`src/rtl/lru_pkg.sv`:
```
package lru_pkg;

    // Source of the access applied to the age counters in one cycle
    typedef enum logic [1:0] {
        ACC_NONE = 2'd0,
        ACC_HIT  = 2'd1,
        ACC_FILL = 2'd2
    } acc_src_e;

endpackage

```
`src/rtl/lru_age_bank.sv`:
```
module lru_age_bank #(
    parameter int NUM_LINES = 4,
    parameter int AGE_W     = 3,
    localparam int IDX_W    = (NUM_LINES > 1) ? $clog2(NUM_LINES) : 1
) (
    input  logic                              clk,
    input  logic                              rst_n,
    input  logic                              acc_vld_i,
    input  logic [IDX_W-1:0]                  acc_idx_i,
    output logic [NUM_LINES-1:0][AGE_W-1:0]   ages_o
);

    localparam logic [AGE_W-1:0] AGE_MAX = {AGE_W{1'b1}};

    logic [NUM_LINES-1:0][AGE_W-1:0] age_d, age_q;

    always_comb begin
        age_d = age_q;
        if (acc_vld_i) begin
            for (int i = 0; i < NUM_LINES; i++) begin
                if (acc_idx_i == IDX_W'(i)) begin
                    age_d[i] = '0;
                end else if (age_q[i] != AGE_MAX) begin
                    age_d[i] = age_q[i] + 1'b1;
                end
            end
        end
    end

    always_ff @(posedge clk or negedge rst_n) begin
        if (!rst_n) begin
            for (int i = 0; i < NUM_LINES; i++) begin
                age_q[i] <= AGE_W'(NUM_LINES - 1 - i);
            end
        end else begin
            age_q <= age_d;
        end
    end

    assign ages_o = age_q;

    AST_ACC_CLEARS: assert property (@(posedge clk) disable iff (!rst_n)
        acc_vld_i |=> (age_q[$past(acc_idx_i)] == '0));

    for (genvar g = 0; g < NUM_LINES; g++) begin : g_line_chk
        AST_AGE_STEP: assert property (@(posedge clk) disable iff (!rst_n)
            (acc_vld_i && acc_idx_i != IDX_W'(g) && age_q[g] != AGE_MAX)
            |=> (age_q[g] == $past(age_q[g]) + 1'b1));
        AST_IDLE_HOLD: assert property (@(posedge clk) disable iff (!rst_n)
            !acc_vld_i |=> $stable(age_q[g]));
        AST_NO_WRAP: assert property (@(posedge clk) disable iff (!rst_n)
            (age_q[g] == AGE_MAX && !(acc_vld_i && acc_idx_i == IDX_W'(g)))
            |=> (age_q[g] == AGE_MAX));
    end

endmodule

```
`src/rtl/lru_oldest_pick.sv`:
```
module lru_oldest_pick #(
    parameter int NUM_LINES = 4,
    parameter int AGE_W     = 3,
    localparam int IDX_W    = (NUM_LINES > 1) ? $clog2(NUM_LINES) : 1
) (
    input  logic                              clk,
    input  logic                              rst_n,
    input  logic [NUM_LINES-1:0][AGE_W-1:0]   ages_i,
    output logic [IDX_W-1:0]                  oldest_o
);

    logic [AGE_W-1:0] best_age;

    // Strict comparison keeps the lowest index among equal ages
    always_comb begin
        oldest_o = '0;
        best_age = ages_i[0];
        for (int i = 1; i < NUM_LINES; i++) begin
            if (ages_i[i] > best_age) begin
                best_age = ages_i[i];
                oldest_o = IDX_W'(i);
            end
        end
    end

    for (genvar g = 0; g < NUM_LINES; g++) begin : g_pick_chk
        AST_PICK_IS_MAX: assert property (@(posedge clk) disable iff (!rst_n)
            ages_i[g] <= ages_i[oldest_o]);
        AST_PICK_LOWEST: assert property (@(posedge clk) disable iff (!rst_n)
            (IDX_W'(g) < oldest_o) |-> (ages_i[g] < ages_i[oldest_o]));
    end

endmodule

```
`src/rtl/lru_victim_sel.sv`:
```
module lru_victim_sel #(
    parameter int NUM_LINES = 4,
    parameter int AGE_W     = 3,
    localparam int IDX_W    = (NUM_LINES > 1) ? $clog2(NUM_LINES) : 1
) (
    input  logic             clk,
    input  logic             rst_n,
    input  logic             hit_i,
    input  logic [IDX_W-1:0] hit_idx_i,
    input  logic             fill_i,
    input  logic [IDX_W-1:0] fill_idx_i,
    input  logic             repl_req_i,
    output logic [IDX_W-1:0] victim_idx_o,
    output logic             victim_vld_o
);

    import lru_pkg::*;

    typedef struct packed {
        logic [IDX_W-1:0] idx;
        logic             vld;
    } vict_t;

    vict_t                           vict_d, vict_q;
    acc_src_e                        acc_src;
    logic                            acc_vld;
    logic [IDX_W-1:0]                acc_idx;
    logic [NUM_LINES-1:0][AGE_W-1:0] ages;
    logic [IDX_W-1:0]                oldest;

    // Access merge: a fill overrides a simultaneous hit
    always_comb begin
        if (fill_i) begin
            acc_src = ACC_FILL;
        end else if (hit_i) begin
            acc_src = ACC_HIT;
        end else begin
            acc_src = ACC_NONE;
        end
        acc_vld = (acc_src != ACC_NONE);
        acc_idx = (acc_src == ACC_FILL) ? fill_idx_i : hit_idx_i;
    end

    lru_age_bank #(
        .NUM_LINES (NUM_LINES),
        .AGE_W     (AGE_W)
    ) u_age_bank (
        .clk       (clk),
        .rst_n     (rst_n),
        .acc_vld_i (acc_vld),
        .acc_idx_i (acc_idx),
        .ages_o    (ages)
    );

    lru_oldest_pick #(
        .NUM_LINES (NUM_LINES),
        .AGE_W     (AGE_W)
    ) u_oldest_pick (
        .clk      (clk),
        .rst_n    (rst_n),
        .ages_i   (ages),
        .oldest_o (oldest)
    );

    always_comb begin
        vict_d     = vict_q;
        vict_d.vld = repl_req_i;
        if (repl_req_i) begin
            vict_d.idx = oldest;
        end
    end

    always_ff @(posedge clk or negedge rst_n) begin
        if (!rst_n) begin
            vict_q <= '0;
        end else begin
            vict_q <= vict_d;
        end
    end

    assign victim_idx_o = vict_q.idx;
    assign victim_vld_o = vict_q.vld;

    AST_VLD_AFTER_REQ: assert property (@(posedge clk) disable iff (!rst_n)
        repl_req_i |=> victim_vld_o);
    AST_NO_SPURIOUS_VLD: assert property (@(posedge clk) disable iff (!rst_n)
        !repl_req_i |=> !victim_vld_o);
    AST_IDX_HOLD: assert property (@(posedge clk) disable iff (!rst_n)
        !repl_req_i |=> $stable(victim_idx_o));
    AST_FILL_PROTECT: assert property (@(posedge clk) disable iff (!rst_n)
        fill_i |=> (ages[$past(fill_idx_i)] == '0));

endmodule

```
`config.mk`:
```
export PLATFORM = sky130hd
export DESIGN_NAME = lru_victim_sel
export DESIGN_NICKNAME = d
export VERILOG_FILES = /design/src/rtl/lru_pkg.sv /design/src/rtl/lru_age_bank.sv /design/src/rtl/lru_oldest_pick.sv /design/src/rtl/lru_victim_sel.sv
export SDC_FILE = /design/constraint.sdc
export NUM_CORES = 1
export LEC_CHECK = 0
export BUFFER_PORTS_ARGS = -buffer_cell sky130_fd_sc_hd__buf_2
export CAP_MARGIN = 20
export CORE_ASPECT_RATIO = 1.4
export CORE_MARGIN = 4
export CORE_UTILIZATION = 56
export DETAILED_ROUTE_END_ITERATION = 12
export MAX_ROUTING_LAYER = met4
export PLACE_DENSITY_LB_ADDON = 0.12
export SYNTH_ARGS = -nofsm -noshare
export SYNTH_HDL_FRONTEND = slang
export SYNTH_SLANG_ARGS = --single-unit
export TNS_END_PERCENT = 1
```
`constraint.sdc`:
```
create_clock -name clk -period 3.8 [get_ports clk]
set_input_delay 1.14 -clock clk [delete_from_list [all_inputs] [get_ports clk]]
set_output_delay 1.14 -clock clk [all_outputs]
set_load 0.05 [all_outputs]
```
## Yosys cells after proc, flatten, opt, wreduce, memory -nomap -nowiden

Cells that the tools add are included.

| storage, ports and cells | value |
|---|---|
| register bits after elaboration | 15 |
| input port bits | 9 |
| output and inout port bits | 3 |

| operators by class | value |
|---|---|
| add/subtract/negate cells | 4 |
| order comparisons | 3 |
| eq/ne operators | 8 |
| muxes and demuxes | 16 |
| reduce and logical (&&, ||, !) cells | 10 |

Operators by type and width:

| kind | count |
|---|---|
| 3-bit 2-to-1 mux | 10 |
| 3-bit by 1-bit adder with 3-bit output (second input constant) | 4 |
| 3-bit != test (second input constant) | 4 |
| 2-bit nonzero test | 5 |
| 3-bit greater-than comparator | 3 |
| 2-bit 2-to-1 mux | 4 |
| 2-bit AND reduction | 4 |
| 2-bit == test (second input constant) | 3 |
| 2-bit by 1-bit == test with 1-bit output (second input constant) | 1 |
| 2-bit logical NOT | 1 |
| 1-bit 2-to-1 mux | 2 |

## Logic depth before layout (Yosys ltp)

Gate-level depths: netlist (run 1).

| logic depth | value |
|---|---|
| depth in word-level cells | 7 |
| mapped depth | 14 |
| depth with buffers taken out | 14 |

## By module

A second synthesis (run 1) with hierarchy kept.

| second synthesis, totals | value |
|---|---|
| cell total of the unflattened synthesis | 124 |
| area, all modules | 1187.4 µm² |

By module, submodules not included:

| module | instances | cells an instance | area an instance (µm²) | sequential area each (µm²) |
|---|---|---|---|---|
| lru_age_bank | 1 | 71 | 723.2 | 305.3 |
| lru_oldest_pick | 1 | 45 | 330.3 | 0.0 |
| lru_victim_sel | 1 | 8 | 133.9 | 75.1 |

## Worst setup path after synthesis (run 1)

OpenSTA, ideal clock, no wires.

| path | value |
|---|---|
| path kind | reg2reg |
| start point | register u_age_bank.age_q (netlist bit u_age_bank.ages_o[1]) |
| end point | register vict_q (netlist bit victim_idx_o[0]) |
| library setup time | 130 ps |
| arrival | 3192 ps |
| setup slack | 478 ps |
| stages on the path, launching flop included | 15 |
| path through | dfstp_2 inv_1 ha_1 and3_1 and2_1 a221oi_1 ha_1 nand3b_1 a32o_1 mux2_2 ha_1 nor2b_1 o21a_1 o21ai_0 a31oi_1 |

| on the way | value |
|---|---|
| longest elaborated chain between the ends | 6 |
| elaborated cells on any way between the ends | 8 |

Ends and longest elaborated chain:

| element | line | source |
|---|---|---|
| start: declaration | lru_age_bank.sv:15 | `logic [NUM_LINES-1:0][AGE_W-1:0] age_d, age_q;` |
| start signal: indexed assignment | lru_age_bank.sv:33 | `age_q[i] <= AGE_W'(NUM_LINES - 1 - i);` |
| start signal: assignment | lru_age_bank.sv:36 | `age_q <= age_d;` |
| 3-bit greater-than comparator | lru_oldest_pick.sv:19 | `if (ages_i[i] > best_age) begin` |
| 3-bit 2-to-1 mux | lru_oldest_pick.sv:19 |  |
| 3-bit greater-than comparator | lru_oldest_pick.sv:19 |  |
| 3-bit 2-to-1 mux | lru_oldest_pick.sv:19 |  |
| 3-bit greater-than comparator | lru_oldest_pick.sv:19 |  |
| 2-bit 2-to-1 mux (*) | lru_oldest_pick.sv:19 |  |
| end signal: assignment | lru_victim_sel.sv:77 | `vict_q <= vict_d;` |
| end: declaration | lru_victim_sel.sv:24 | `vict_t vict_d, vict_q;` |

Every way passes the cells marked *; elsewhere a longest branch is shown, timed or not.
A chain may end at the register's enable or synchronous reset.

## Worst setup path in the final report (run 1)

Ends and elaborated chain as after synthesis.

==> run metrics, run 1 <==
Overflow after GRT 0; P per Cell Area 1020 nW/um^2; vias in the first global route 866; post-synth top area cell dfrtp_1; clock buffer depth 2; setup violators final 0; Switching Share 43.5%; Filler cells 155; Post-Synth Adder-Cell Area 20.1%; core footprint 1780 um^2; Post-Synth XOR/XNOR Area 0%; period utilization 95.1%; Cell Area, Synth 1060 um^2; CP max FO 5; simple-gate share of the synthesized area 14.2%; Syn Nets 127; Seq/Total Area, Yosys 36.0%; Hold Path Sink victim_idx_o[1]; met2 Track Usage GR 34.7%; grt met3 use 3.65%; Warnings, synthesis 0; max-cap violation count 0; min-delay src victim_idx_o[1]; drt first pass iters 4; mean area per synthesized cell 10.5 um^2; Post-Syn Instances 101; initial drt markers 10; synth cell count leaders 17 x ha_1, 11 x dfrtp_1, 10 x inv_1, 8 x a22o_1; Site Rows 18; Clock Skew 0.00853 ns; Leak 0.000571 uW; R2R cell count 14; complex-gate fraction of the synthesized area 17.8%; ANT cells 0; post-layout min period 3.61 ns; H-tree levels 1; top cells by area, synth dfrtp_1 26%, ha_1 20%, dfstp_2 9.9%; post-synthesis mux area share 7.69%; Worst-Margin Slew 0.482 ns; WP data required 3.97 ns; vias per cell 6.17; first-pass GRT wire length 3590 um; Die Wd 44.7 um; part of the power in registers 25.0%; Port Buf Inserts 11; Clock power frac 7.9%; Comb pwr share 67.2%; R2R Path End victim_idx_o[0]; die area 2660 um^2; DR WL/cell 15.1 um; Die Height 59.4 um; GPL Wtd Cong 0.753; GR met1 Demand/Resource 18.7%; root buffer cell clkbuf_4; vias 833; main combinational cell family by area after synthesis adder cells; synth unique cells 30; Slew HR 67.6%; area of the multi-input gates 643 um^2; # IOs 12; net load switching power 520 uW; Setup CP Type flop to flop; final core utilization 65.7%; hold depth 2; Final Hold Vio Count 0; Design Area, Final 1170 um^2; total CTS buffers 3; Setup crit end kind flop; post-synthesis register bit count 15; top-area cell type share of the netlist area 26.0%; cell with the most instances after synthesis ha_1; GRT busiest layer met2; clock sink total 15; ys async rst share 100%; DRC errors left 0; top_reg_cell synth dfrtp_1; Sequential Area 380 um^2; dpl hpwl 1620 um; CTS tree built; Layout area overhead 10.5%; worst skew pair latency 0.29 ns; Final ANT Viol Nets 0; Reg clk slew, reported paths 0.10 ns; Tot GR Track Use 19.3%; Post-synth EDFFs 0; Initial Util 59.4%; CP startpoint kind flop; hold crit path type flop to flop; fin. max-slew vios 0; CP Data Arrival Time 3.78 ns; Area after DPL 1130 um^2; reg2reg setup slack 0.19 ns; initial antenna violation count 0; Fmax 277 MHz; PnR worst setup slack 0.187 ns; Power Internal 675 uW; peak supply drop 874 uV; pin count of the biggest net entering global routing 16; pre-CTS setup slack 0.0758 ns; share of cells above drive strength 1 25.2%; Routed WL 2030 um; Crit. Startpoint u_age_bank.ages_o[1]; worst r2r src u_age_bank.ages_o[1]; status finished, final reports clean; Layout Nets 142
==> through the flow <==
step	TNS, ns	total power [uW]	std cells	hold slack (ns)
after global placement	0	1000	131	0.526
final	0	1190	135	0.544
after floorplan	0	897	101	0.498
after detailed placement	0	1070	131	0.535
after global routing	-0.00127	1320	135	0.599
after CTS	0	1170	135	0.547
==> flip-flops by register name (all words and copies together) (netlist names) <==
register           flops
u_age_bank.ages_o     12
victim_idx_o           2
victim_vld_o           1
==> how the worst max path moves through the flow <==
stage and to:
2_1_floorplan victim_idx_o[0], 3_3_place_gp victim_idx_o[1], 3_5_place_dp victim_idx_o[0], 4_1_cts victim_idx_o[0], 5_1_grt victim_idx_o[1], 6_report victim_idx_o[0]
==> power by group through the flow <==
stage	clock [uW]	combinational (uW)	sequential, uW
2_1_floorplan	0	579	318
3_3_place_gp	0	709	296
3_5_place_dp	0	774	298
4_1_cts	97.7	777	296
5_1_grt	101	906	309
6_report	93.9	802	298
==> per-layer routing <==
metal	vias to the layer above	routed length (um)
li1	411	-
met1	406	800
met2	11	1130
met3	5	56
met4	0	51
met5	-	0
==> area by class of cell <==
type                       instances  area share, %
multi-input combinational         75           55.0
sequential                        15           32.5
timing repair buffer              11           4.71
inverter                          10           3.21
tap                               20           2.14
clock buffer                       3           1.93
clock inverter                     1          0.428
==> cell usage in the layout (no fill, tap or decap), types with 2 or more instances in the layout <==
| cell | instances |
|---|---|
| nor3_1 | 2 |
| clkbuf_4 | 3 |
| nor3b_1 | 4 |
| a21oi_1 | 4 |
| dfstp_2 | 4 |
| nand3b_1 | 2 |
| inv_1 | 10 |
| dfrtp_1 | 11 |
| a22o_1 | 8 |
| a31oi_1 | 2 |
| nor4_1 | 2 |
| nand2_1 | 2 |
| o32ai_1 | 2 |
| and2_1 | 3 |
| nor2_1 | 5 |
| and3_1 | 2 |
| ha_1 | 17 |
| a21o_1 | 2 |
| buf_2 | 11 |
| nand3_1 | 2 |
| mux2_2 | 5 |
==> cell families after synthesis <==
| kind of cell | count (synthesis) |
|---|---|
| buf+inv | 11 |
| fa+ha+maj | 17 |
| simple gates | 26 |
| mux | 7 |
| compound gates | 25 |
| flops | 15 |
==> worst max-delay path: stages (launching register included) <==
cell and delay (ns):
dfstp_2 0.59, inv_1 0.05, ha_1 0.19, a21oi_1 0.21
and2_4 0.21, mux2i_2 0.26, ha_1 0.30, a21oi_1 0.21
a32o_2 0.21, mux2_2 0.37, ha_1 0.29, nor2b_1 0.14
o21a_1 0.16, o21ai_1 0.19, a31oi_1 0.11
==> repair_timing <==
item / CTS / global route
endpoints found under the hold margin: 0 / 0
setup buffers: 0 / 0
resized for setup: 0 / 4
endpoints found under the setup margin: 0 / 2
hold buffers: 0 / 0
Note: power is estimated with default switching activity, not from simulation.
==> inputs of run 2 (changes only) <==
--- a/config.mk
+++ b/config.mk
@@ -5,11 +5,12 @@
 export SDC_FILE = /design/constraint.sdc
 export NUM_CORES = 1
 export LEC_CHECK = 0
+export ABC_AREA = 1
 export BUFFER_PORTS_ARGS = -buffer_cell sky130_fd_sc_hd__buf_2
 export CAP_MARGIN = 20
 export CORE_ASPECT_RATIO = 1.4
 export CORE_MARGIN = 4
-export CORE_UTILIZATION = 56
+export CORE_UTILIZATION = 57
 export DETAILED_ROUTE_END_ITERATION = 12
 export MAX_ROUTING_LAYER = met4
 export PLACE_DENSITY_LB_ADDON = 0.12
==> run 2 against run 1 <==
Die area grew 4.8%. Sequential share of layout area shrank 1.3 points. First-iteration DRC count grew 100%. Largest cell class unchanged. Highest routed layer unchanged. Hold slack lost 0.054 ns. Sequential cell count is the same. Clock skew shrank 0.0074 ns. Cell count grew 36%. Routed wire length grew 3.9%. Utilization grew 1.1 points.
==> run metrics, run 2 <==
part of the power in registers 25.8% (was 25.0%); worst r2r src u_age_bank.ages_o[2] (was u_age_bank.ages_o[1]); CP max stage cell dfrtp_1 (was dfstp_2); # IOs 12 (unchanged); ys async rst share 100% (unchanged); max FFs per register 12 (unchanged); setup violators final 0 (unchanged); Die Height 60.9 um (was 59.4 um); reg2reg setup slack 0.66 ns (was 0.19 ns); min-delay src u_age_bank.ages_o[1] (was victim_idx_o[1]); Post-Syn Instances 151 (was 101); post-synthesis register bit count 15 (unchanged); clock buffer depth 2 (unchanged); Post-synth EDFFs 0 (unchanged); Warnings, synthesis 0 (unchanged); CP bufs+invs 2 (was 1); Layout area overhead 7.04% (was 10.5%); Die Wd 45.8 um (was 44.7 um); main combinational cell family by area after synthesis simple AND/OR/NAND/NOR gates (was adder cells); cell with the most instances after synthesis nand2_1 (was ha_1); post-synthesis mux area share 0.880% (was 7.69%); initial drt markers 20 (was 10); setup TNS 0 ns (unchanged); GR met1 Demand/Resource 19.9% (was 18.7%); vias 993 (was 833); Site Rows 18 (unchanged); cell mode on critical path nand2_1 (was ha_1); Overflow after GRT 0 (unchanged); CP Data Arrival Time 3.30 ns (was 3.78 ns); Filler cells 178 (was 155); unrepaired setup endpoints after global routing false; Seq/Total Area, Yosys 33.4% (was 36.0%); DRC errors left 0 (unchanged); CP startpoint kind flop (unchanged); Leak 0.000686 uW (was 0.000571 uW); Worst-Margin Slew 0.503 ns (was 0.482 ns); Initial Util 62.3% (was 59.4%); P per Cell Area 963 nW/um^2 (was 1020 nW/um^2); simple-gate share of the synthesized area 34.2% (was 14.2%); status finished, final reports clean (unchanged); period utilization 82.7% (was 95.1%); Routed WL 2110 um (was 2030 um); leading cell type in the layout, fill and taps excluded nand2_1 (was ha_1); Top delay family on crit path simple AND/OR/NAND/NOR gates (was compound AO/OA/AOI/OAI gates); ANT cells 0 (unchanged); CP Cell Sequence inv_1 > ha_1 > nand2_1 > nand2_1 > inv_1 > nand2_1 > nand2_1 > nand2_1 > and2_1 > ha_1 > nand3_1 > nand2_1 > nand2_1 > or2_0 > nand2_1 > ha_1 > nand3_1 > nand2_1 > a21boi_0 > a21oi_1 (was inv_1 > ha_1 > a21oi_1 > and2_4 > mux2i_2 > ha_1 > a21oi_1 > a32o_2 > mux2_2 > ha_1 > nor2b_1 > o21a_1 > o21ai_1 > a31oi_1); synth unique cells 21 (was 30); vias in the first global route 933 (was 866); net load switching power 571 uW (was 520 uW); Clock power frac 8.0% (was 7.9%); Setup CP Type flop to flop (unchanged); top-area cell type share of the netlist area 24.2% (was 26.0%); WP data required 3.96 ns (was 3.97 ns); GRT busiest layer met2 (unchanged); synth cell count leaders 55 x nand2_1, 18 x inv_1, 17 x ha_1, 12 x nand4_1, 11 x dfrtp_1 (was 17 x ha_1, 11 x dfrtp_1, 10 x inv_1, 8 x a22o_1); share of cells above drive strength 1 12.2% (was 25.2%); commonest cells after routing, fill and taps aside 55 x nand2_1, 18 x inv_1, 17 x ha_1, 12 x nand4_1 (was 17 x ha_1, 11 x buf_2, 11 x dfrtp_1, 10 x inv_1, 8 x a22o_1); top cells by area, synth dfrtp_1 24%, ha_1 19%, nand2_1 18% (was dfrtp_1 26%, ha_1 20%, dfstp_2 9.9%); hold crit path type flop to flop (unchanged); Cell Area, Synth 1140 um^2 (was 1060 um^2); dpl hpwl 1750 um (was 1620 um); first-pass GRT wire length 3710 um (was 3590 um); clock sink total 15 (unchanged); core footprint 1820 um^2 (was 1780 um^2); vias per cell 5.40 (was 6.17); CP max FO 5 (unchanged); Hold Path Sink u_age_bank.ages_o[1] (was victim_idx_o[1]); Largest stage delay, worst path 0.44 ns (was 0.59 ns); Post-Synth Adder-Cell Area 18.7% (was 20.1%); Final Hold Vio Count 0 (unchanged); hold_buf cts 0 (unchanged); die area 2780 um^2 (was 2660 um^2); worst skew pair latency 0.28 ns (was 0.29 ns); Clock Skew 0.00117 ns (was 0.00853 ns); grt met3 use 1.78% (was 3.65%); total CTS buffers 3 (unchanged); Layout Nets 191 (was 142); post-CTS sizing 0 (unchanged); Post-Synth XOR/XNOR Area 0% (unchanged); post-layout min period 3.14 ns (was 3.61 ns); mean area per synthesized cell 7.53 um^2 (was 10.5 um^2); Power Internal 602 uW (was 675 uW); Slew HR 66.5% (was 67.6%); Final ANT Viol Nets 0 (unchanged); fin. max-slew vios 0 (unchanged); Setup crit end kind flop (unchanged); max-cap violation count 0 (unchanged); Port Buf Inserts 11 (unchanged); R2R Path End victim_idx_o[1] (was victim_idx_o[0]); Comb pwr share 66.2% (was 67.2%); GPL Wtd Cong 0.887 (was 0.753); root buffer cell clkbuf_4 (unchanged); peak supply drop 567 uV (was 874 uV); final core utilization 66.7% (was 65.7%); top_reg_cell synth dfrtp_1 (unchanged); Reg clk slew, reported paths 0.09 ns (was 0.10 ns); postcts setup bufs 0 (unchanged); hold depth 2 (unchanged); met2 Track Usage GR 34.5% (was 34.7%); complex-gate fraction of the synthesized area 4.18% (was 17.8%); DR WL/cell 11.5 um (was 15.1 um); pin count of the biggest net entering global routing 17 (was 16); Tot GR Track Use 18.4% (was 19.3%); post-synth top area cell dfrtp_1 (unchanged); H-tree levels 1 (unchanged); Syn Nets 177 (was 127); Switching Share 48.7% (was 43.5%); R2R cell count 20 (was 14); initial antenna violation count 0 (unchanged); Fmax 318 MHz (was 277 MHz); drt first pass iters 4 (unchanged); CTS tree built (unchanged)
[run 2: cells by family after synthesis]
logic type / after synthesis
and+or+nand+nor: 88
muxes: 1
buffers and inverters: 21
adders and majority gates: 17
DFF: 15
AOI/OAI and AO/OA: 9
[run 2: final cells by class]
| class | instances | area, um^2 | area share [%] |
|---|---|---|---|
| clock buffer | 4 | 26.3 | 2.16 |
| inverter | 19 | 71.3 | 5.86 |
| multi-input combinational | 115 | 659 | 54.2 |
| sequential | 15 | 380 | 31.2 |
| tap | 20 | 25.0 | 2.06 |
| timing repair buffer | 11 | 55.1 | 4.52 |
[run 2: tightest hold or removal path: stages, from the launching register on]
cell and delay [ns]:
dfstp_2 0.40, nand2_1 0.06, nand2_1 0.04
[run 2: how the worst max path moves through the flow]
stage	startpoint	end	slack, ns	cells after the start
5_1_grt	u_age_bank.ages_o[2]	victim_idx_o[0]	0.34	20
6_report	u_age_bank.ages_o[2]	victim_idx_o[1]	0.66	20
3_3_place_gp	u_age_bank.ages_o[1]	victim_idx_o[1]	0.74	18
2_1_floorplan	u_age_bank.ages_o[1]	victim_idx_o[0]	0.93	18
4_1_cts	u_age_bank.ages_o[2]	victim_idx_o[1]	0.63	20
3_5_place_dp	u_age_bank.ages_o[2]	victim_idx_o[1]	0.66	20
[run 2: power groups by stage]
stage / Combinational (uW) / Sequential (uW) / Clock (uW)
after floorplan: 610 / 325 / 0
after global placement: 754 / 305 / 0
after detailed placement: 788 / 306 / 0
after CTS: 792 / 303 / 96.3
after global routing: 926 / 312 / 105
final: 776 / 303 / 93.7
[run 2: routing by layer]
layer / routed length (um) / part of all wire (%) / vias to the layer above
met4: 23 / 1.1 / 0
met1: 865 / 41 / 461
met5: 0 / 0 / -
li1: - / - / 523
met2: 1190 / 56 / 5
met3: 34 / 1.6 / 4
[run 2: through the flow]
step / power (uW) / cell area (um^2) / std cells / hold slack, ns / setup WS (ns)
after floorplan: 935 / 1140 / 151 / 0.459 / 0.927
after global placement: 1060 / 1190 / 180 / 0.476 / 0.741
after detailed placement: 1090 / 1190 / 180 / 0.479 / 0.658
after CTS: 1190 / 1220 / 184 / 0.493 / 0.634
after global routing: 1340 / 1220 / 184 / 0.520 / 0.335
final: 1170 / 1220 / 184 / 0.490 / 0.659
